==> src/rtl/vdet_pkg.sv <==
package vdet_pkg;
   localparam int NUM_CH = 3;
   localparam int LVL_W  = 5;
   localparam int REG_W  = 8;
   localparam int ADDR_W = $clog2(NUM_CH + 1);

   // number of legal level codes per channel
   function automatic int code_count(input int ch);
      case (ch)
         0:       return 18;
         1:       return 5;
         default: return 3;
      endcase
   endfunction
endpackage

==> src/rtl/vdet_sync.sv <==
module vdet_sync #(
   parameter int        W       = 3,
   parameter int        STAGES  = 2,
   parameter logic      RST_VAL = 1'b1
) (
   input  logic         clk,
   input  logic         rst_n,
   input  logic [W-1:0] d,
   output logic [W-1:0] q
);
   initial begin
      if (STAGES < 2) $error("vdet_sync: STAGES must be at least 2");
      if (W < 1)      $error("vdet_sync: W must be positive");
   end

   logic [W-1:0] stage_q [STAGES];

   genvar s;
   generate
      for (s = 0; s < STAGES; s++) begin : g_stage
         if (s == 0) begin : g_first
            always_ff @(posedge clk or negedge rst_n) begin
               if (!rst_n) stage_q[s] <= {W{RST_VAL}};
               else        stage_q[s] <= d;
            end
         end else begin : g_next
            always_ff @(posedge clk or negedge rst_n) begin
               if (!rst_n) stage_q[s] <= {W{RST_VAL}};
               else        stage_q[s] <= stage_q[s-1];
            end
         end
      end
   endgenerate

   assign q = stage_q[STAGES-1];
endmodule

==> src/rtl/vdet_settle.sv <==
module vdet_settle #(
   parameter int TICKS = 1000
) (
   input  logic clk,
   input  logic rst_n,
   input  logic en,
   input  logic tick,
   output logic ready
);
   localparam int CNT_W = $clog2(TICKS + 1);
   localparam logic [CNT_W-1:0] LAST = CNT_W'(TICKS);

   initial begin
      if (TICKS < 1) $error("vdet_settle: TICKS must be at least 1");
   end

   logic [CNT_W-1:0] cnt_q;

   always_ff @(posedge clk or negedge rst_n) begin
      if (!rst_n)                    cnt_q <= '0;
      else if (!en)                  cnt_q <= '0;
      else if (tick && cnt_q != LAST) cnt_q <= cnt_q + 1'b1;
   end

   assign ready = en && (cnt_q == LAST);

   AST_READY_AFTER_TICK: assert property (@(posedge clk) disable iff (!rst_n)
      $rose(ready) |-> $past(tick));
   AST_READY_KEEPS: assert property (@(posedge clk) disable iff (!rst_n)
      (ready && en) |=> (ready || !en));
endmodule

==> src/rtl/vdet_channel.sv <==
module vdet_channel
   import vdet_pkg::*;
#(
   parameter int CODES        = 18,
   parameter int SETTLE_TICKS = 1000
) (
   input  logic             clk,
   input  logic             rst_n,
   input  logic             tick,
   input  logic             wr,
   input  logic [LVL_W+1:0] wdata,
   input  logic             below,
   output logic             en,
   output logic             ie,
   output logic [LVL_W-1:0] lvl,
   output logic [LVL_W-1:0] lvl_out,
   output logic             result,
   output logic             ready,
   output logic             irq
);
   localparam logic [LVL_W-1:0] MAX_CODE = LVL_W'(CODES - 1);

   initial begin
      if (CODES < 1 || CODES > (1 << LVL_W))
         $error("vdet_channel: CODES does not fit the level field");
   end

   logic             en_q, ie_q, armed_q, result_q;
   logic [LVL_W-1:0] lvl_q;
   logic             w_en, w_ie, code_ok, rearm, turn_off, detect;
   logic [LVL_W-1:0] w_lvl;

   assign w_en     = wdata[0];
   assign w_ie     = wdata[1];
   assign w_lvl    = wdata[LVL_W+1:2];
   assign code_ok  = (w_lvl <= MAX_CODE);
   assign rearm    = wr && w_en && w_ie && !ie_q;
   assign turn_off = wr && !w_en;
   assign detect   = en_q && ready && armed_q && below;

   vdet_settle #(.TICKS(SETTLE_TICKS)) u_settle (
      .clk   (clk),
      .rst_n (rst_n),
      .en    (en_q),
      .tick  (tick),
      .ready (ready)
   );

   always_ff @(posedge clk or negedge rst_n) begin
      if (!rst_n) begin
         en_q  <= 1'b0;
         ie_q  <= 1'b0;
         lvl_q <= '0;
      end else if (wr) begin
         en_q <= w_en;
         ie_q <= w_ie;
         if (code_ok) lvl_q <= w_lvl;
      end
   end

   always_ff @(posedge clk or negedge rst_n) begin
      if (!rst_n) begin
         armed_q  <= 1'b0;
         result_q <= 1'b0;
      end else if (turn_off) begin
         armed_q  <= 1'b0;
         result_q <= 1'b0;
      end else if (rearm) begin
         armed_q  <= 1'b1;
         result_q <= 1'b0;
      end else if (detect) begin
         armed_q  <= 1'b0;
         result_q <= 1'b1;
      end
   end

   assign en      = en_q;
   assign ie      = ie_q;
   assign lvl     = lvl_q;
   assign lvl_out = en_q ? lvl_q : '0;
   assign result  = result_q;
   assign irq     = result_q && ie_q && ready;

   AST_OFF_NO_RESULT: assert property (@(posedge clk) disable iff (!rst_n)
      !en_q |-> !result_q);
   AST_RESULT_HOLDS: assert property (@(posedge clk) disable iff (!rst_n)
      (result_q && !turn_off && !rearm) |=> result_q);
   AST_REARM_CLEARS: assert property (@(posedge clk) disable iff (!rst_n)
      rearm |=> !result_q);
   AST_LATCH_NEEDS_ARM: assert property (@(posedge clk) disable iff (!rst_n)
      $rose(result_q) |-> $past(armed_q));
   AST_CODE_LEGAL: assert property (@(posedge clk) disable iff (!rst_n)
      lvl_q <= MAX_CODE);
   AST_BAD_CODE_KEPT: assert property (@(posedge clk) disable iff (!rst_n)
      (wr && !code_ok) |=> $stable(lvl_q));
endmodule

==> src/rtl/vdet_monitor.sv <==
module vdet_monitor
   import vdet_pkg::*;
#(
   parameter int SETTLE_TICKS = 1000
) (
   input  logic                      clk,
   input  logic                      rst_n,
   input  logic                      tick,
   input  logic                      reg_wr,
   input  logic [ADDR_W-1:0]         reg_addr,
   input  logic [REG_W-1:0]          reg_wdata,
   output logic [REG_W-1:0]          reg_rdata,
   input  logic [NUM_CH-1:0]         cmp_out,
   output logic [NUM_CH-1:0]         comp_en,
   output logic [NUM_CH*LVL_W-1:0]   lvl_sel,
   output logic [NUM_CH-1:0]         irq
);
   localparam int FIELD_W = LVL_W + 2;

   initial begin
      if (FIELD_W + 1 > REG_W) $error("vdet_monitor: register too narrow");
      if (NUM_CH > REG_W)      $error("vdet_monitor: too many channels");
   end

   logic [NUM_CH-1:0] cmp_s, below, ready;
   logic [REG_W-1:0]  ch_rd [NUM_CH];
   logic              unused_wbits;

   assign unused_wbits = ^reg_wdata[REG_W-1:FIELD_W];

   vdet_sync #(.W(NUM_CH), .STAGES(2), .RST_VAL(1'b1)) u_sync (
      .clk   (clk),
      .rst_n (rst_n),
      .d     (cmp_out),
      .q     (cmp_s)
   );
   assign below = ~cmp_s;

   genvar i;
   generate
      for (i = 0; i < NUM_CH; i++) begin : g_ch
         logic             en_i, ie_i, res_i, wr_i;
         logic [LVL_W-1:0] lvl_i;

         assign wr_i = reg_wr && (reg_addr == ADDR_W'(i));

         vdet_channel #(
            .CODES        (code_count(i)),
            .SETTLE_TICKS (SETTLE_TICKS)
         ) u_ch (
            .clk     (clk),
            .rst_n   (rst_n),
            .tick    (tick),
            .wr      (wr_i),
            .wdata   (reg_wdata[FIELD_W-1:0]),
            .below   (below[i]),
            .en      (en_i),
            .ie      (ie_i),
            .lvl     (lvl_i),
            .lvl_out (lvl_sel[i*LVL_W +: LVL_W]),
            .result  (res_i),
            .ready   (ready[i]),
            .irq     (irq[i])
         );

         assign comp_en[i] = en_i;
         assign ch_rd[i]   = REG_W'({res_i && ready[i], lvl_i, ie_i, en_i});

         AST_IRQ_NEEDS_READY: assert property (@(posedge clk) disable iff (!rst_n)
            irq[i] |-> (ready[i] && comp_en[i]));
      end
   endgenerate

   always_comb begin
      reg_rdata = '0;
      if (reg_addr == ADDR_W'(NUM_CH)) reg_rdata[NUM_CH-1:0] = ready;
      for (int k = 0; k < NUM_CH; k++)
         if (reg_addr == ADDR_W'(k)) reg_rdata = ch_rd[k];
   end
endmodule

==> config.mk <==
export PLATFORM = sky130hd
export DESIGN_NAME = vdet_monitor
export DESIGN_NICKNAME = d
export VERILOG_FILES = /design/src/rtl/vdet_pkg.sv /design/src/rtl/vdet_sync.sv /design/src/rtl/vdet_settle.sv /design/src/rtl/vdet_channel.sv /design/src/rtl/vdet_monitor.sv
export SDC_FILE = /design/constraint.sdc
export NUM_CORES = 1
export LEC_CHECK = 0
export BUFFER_PORTS_ARGS = -buffer_cell sky130_fd_sc_hd__buf_2
export CELL_PAD_IN_SITES_DETAIL_PLACEMENT = 1
export CELL_PAD_IN_SITES_GLOBAL_PLACEMENT = 2
export CORE_MARGIN = 10
export CORE_UTILIZATION = 40
export DETAILED_ROUTE_END_ITERATION = 8
export PLACE_DENSITY_LB_ADDON = 0.1
export SLEW_MARGIN = 20
export SYNTH_ARGS = -nofsm -noshare
export SYNTH_HDL_FRONTEND = slang
export SYNTH_SLANG_ARGS = --single-unit
==> constraint.sdc <==
create_clock -name clk -period 4.9 [get_ports clk]
set_input_delay 0.735 -clock clk [delete_from_list [all_inputs] [get_ports clk]]
set_output_delay 0.735 -clock clk [all_outputs]
set_load 0.03 [all_outputs]
==> reports/qor.yml <==
run_status:
  status: "completed"
place:
  placed_cells: 453
  numPortBuffers: 44
  gp_congestion: 0.714
  dp_hpwl_um: 5650
floorplanning:
  start_util: 0.409
  die_area_sq_mm: 0.0124
  rows: 33
  ios: 46
  die_w_um: 111
  coreArea_sq_mm: 0.00813
  die_h_um: 111
worst_setup_path:
  critPathBufInv: 2
  crit_chain: "inv_1 -> ha_1 -> nand4b_1 -> nor4b_2 -> a32oi_1 -> o41ai_1 -> buf_2"
  max_stage_delay_ns: 0.43
  startpoint_type: "flip-flop"
  path_max_fanout: 5
  crit_family: "simple AND/OR/NAND/NOR gates"
  required_ns: 4.16
  crit_type: "flip-flop to primary output"
  cp.arrival_ns: 2.18
  crit_path_top_delay_cell: "dfrtp_1"
  cp-end-kind: "primary output"
timing:
  min_period_over_period: 0.595
  setup_viol: 0
  worst_pin_slew_ns: 0.819
  tns_ns: 0
  clock.fmax_ghz: 0.343
  rsz0062_at_grt: "no"
  hold_viol: 0
  maxSlewViolCount: 0
  period_minus_slack_ns: 2.92
  worst_clock_skew_ns: 0.00960
  relSlewSlack: 0.454
yosys:
  synth-seq-cells: 63
  yosys_warnings: 0
  synth_ff_type: "dfrtp_1"
  synthTopCellsByArea: "dfrtp_1 (43%), and2_1 (6.4%), dfstp_2 (4.7%)"
  yosys.area_share.simple: 0.242
  synth_nets: 340
  synthXorXnorAreaFrac: 0.0553
  ys_seq_area_frac: 0.476
  yosys.area.top_type_share: 0.429
  synth_cells: 317
  synthMuxAreaShare: 0.0783
  synth_top_family_by_area: "simple AND/OR/NAND/NOR gates"
  netlist_area_sq_mm: 0.00333
  synth_cell_types: 53
  syn_area_per_cell_sq_um: 10.5
  synth-compound-area-share: 0.0854
  synthAdderAreaFrac: 0.0226
  async_reset_ff_frac: 1.00
  synth_area_leader_cell: "dfrtp_1"
  synth-edff-count: 0
power_and_ir_drop:
  pwr-share-seq: 0.452
  p_int_uw: 972
  vdd_drop_max_mv: 0.149
  p_comb_frac: 0.167
  power.share.clock: 0.381
  power.leakage_uw: 0.00176
  power.switching_uw: 411
  switching_share: 0.297
  powerDensity_mw_per_mm2: 361
global_routing:
  antenna_found_initial: 0
  grt_max_degree: 64
  grt_first_pass_wirelength_um: 13400
  grt_usage: 0.131
  grt_pass1_vias: 2687
  grt_overflow: 0
route:
  ant_nets: 0
  drt-pass1-iter-count: 4
  via_per_inst: 5.23
  drtIter0Drc: 80
  routedWlPerCell_um: 17.1
  routed_wl_um: 8030
  dr_total_vias: 2453
  drc_errors: 0
clock_tree:
  numCtsBuffers: 9
  cts_sinks: 63
  cts_setup_buffers: 0
  clockBufferDepth: 2
  insertion_delay_ns: 0.34
  htree_levels: 3
  cts_resized: 0
  root_buffer: "clkbuf_8"
  clkSlewWorstSetupHoldPaths_ns: 0.07
  tritoncts: "done"
  cts-hold-fix-buffers: 0
job:
  drv_cap: 0
final_layout:
  drive_gt1_frac: 0.266
  areaGrowthSynthToFinish_pct: 15.3
  final_nets: 382
  diodes: 0
  final_core_util: 0.471
  fin_cells: 469
min_path:
  hold_class: "flip-flop to flip-flop"
-- cell type report --
type / count / area, sq um
sequential: 63 / 1580
clock buffer: 11 / 151
timing repair buffer: 45 / 228
inverter: 14 / 52.6
tap: 105 / 131
clock inverter: 5 / 80.1
fill: 914 / 4300
multi-input combinational: 226 / 1610
-- per-layer routing --
metal,wire length (um),global-route usage,vias to the layer above
met3,363,0.0476,7
li1,-,-,1194
met5,0,0,-
met2,3830,0.211,41
met1,3760,0.162,1211
met4,74,0.0360,0
-- state kept, by name, summed over array words and instances, names as in the netlist --
register	cells
g_ch.u_ch.result	3
u_sync.stage_q	3
g_ch.u_ch.ie	3
g_ch.u_ch.en	3
g_ch.u_ch.u_settle.cnt_q	30
g_ch.u_ch.lvl	15
g_ch.u_ch.armed_q	3
u_sync.q	3
-- layout by cell type (no fill, tap or decap), drive strengths merged, types with 5 or more instances in the layout --
| cell | count |
|---|---|
| mux2 | 14 |
| xor2 | 7 |
| nor2b | 5 |
| nor2 | 18 |
| a21oi | 10 |
| and2 | 34 |
| mux2i | 8 |
| inv | 13 |
| dfstp | 6 |
| or3 | 5 |
| dfrtp | 57 |
| ha | 6 |
| and3 | 6 |
| nand2 | 20 |
| nand3 | 6 |
| xnor2 | 14 |
| buf | 45 |
| o21ai | 9 |
| and4 | 7 |
| nand4 | 12 |
| nor3 | 7 |
| clkbuf | 11 |
-- cells in the mapped netlist, types with 4 or more instances --
cell	count
dfrtp_1	57
and2_1	34
nand2_1	20
nor2_1	18
mux2_2	14
xnor2_1	14
inv_1	13
a21oi_1	10
nand4_1	10
o21ai_0	9
mux2i_1	8
buf_4	7
nor3_1	7
xor2_1	7
dfstp_2	6
ha_1	6
nand3_1	6
and3_1	5
and4_1	5
nor2b_1	5
or3_1	5
nand2b_1	4
nand3b_1	4
-- worst paths after layout --
path	slack [ns]	start	cells past startpoint	endpoint
max	1.98	g_ch[1].u_ch.u_settle.cnt_q[0]	7	reg_rdata[7]
min	0.35	u_sync.stage_q[4]	0	u_sync.q[1]
max reg2reg	3.29	g_ch[1].u_ch.u_settle.cnt_q[0]	6	g_ch[1].u_ch.u_settle.cnt_q[1]
min reg2reg	0.35	u_sync.stage_q[4]	0	u_sync.q[1]
max in group asynchronous	3.79	rst_n	2	g_ch[1].u_ch.u_settle.cnt_q[9]
min in group asynchronous	0.56	rst_n	2	g_ch[0].u_ch.u_settle.cnt_q[7]
-- power groups by stage --
stage	clock (uW)	combinational, uW	sequential, uW
2_1_floorplan	0	179	609
3_3_place_gp	0	229	634
3_5_place_dp	0	234	637
4_1_cts	544	237	627
5_1_grt	568	256	636
6_report	527	230	626
-- cell families after synthesis --
logic type | Yosys count
buffers and inverters | 28
DFF | 63
and+or+nand+nor | 136
AOI/OAI and AO/OA | 40
xor gates and xnor gates | 21
muxes | 23
adders and majority gates | 6
-- per-stage QoR --
step           hold WS, ns  worst slack (ns)  area, sq um  total power (uW)
2_1_floorplan        0.345              1.98         3330               788
3_3_place_gp         0.347              2.01         3600               863
3_5_place_dp         0.347              2.00         3600               871
4_1_cts              0.353              1.93         3830              1410
5_1_grt              0.353              1.75         3830              1460
6_report             0.354              1.98         3830              1380
-- worst register-to-register path, stage by stage (launching register included) --
cell	delay [ns]
dfrtp_1	0.43
inv_1	0.08
ha_1	0.14
nand4b_1	0.18
o31ai_2	0.35
mux2i_1	0.25
nor2b_1	0.07
Power figures use the tool's default switching activity.
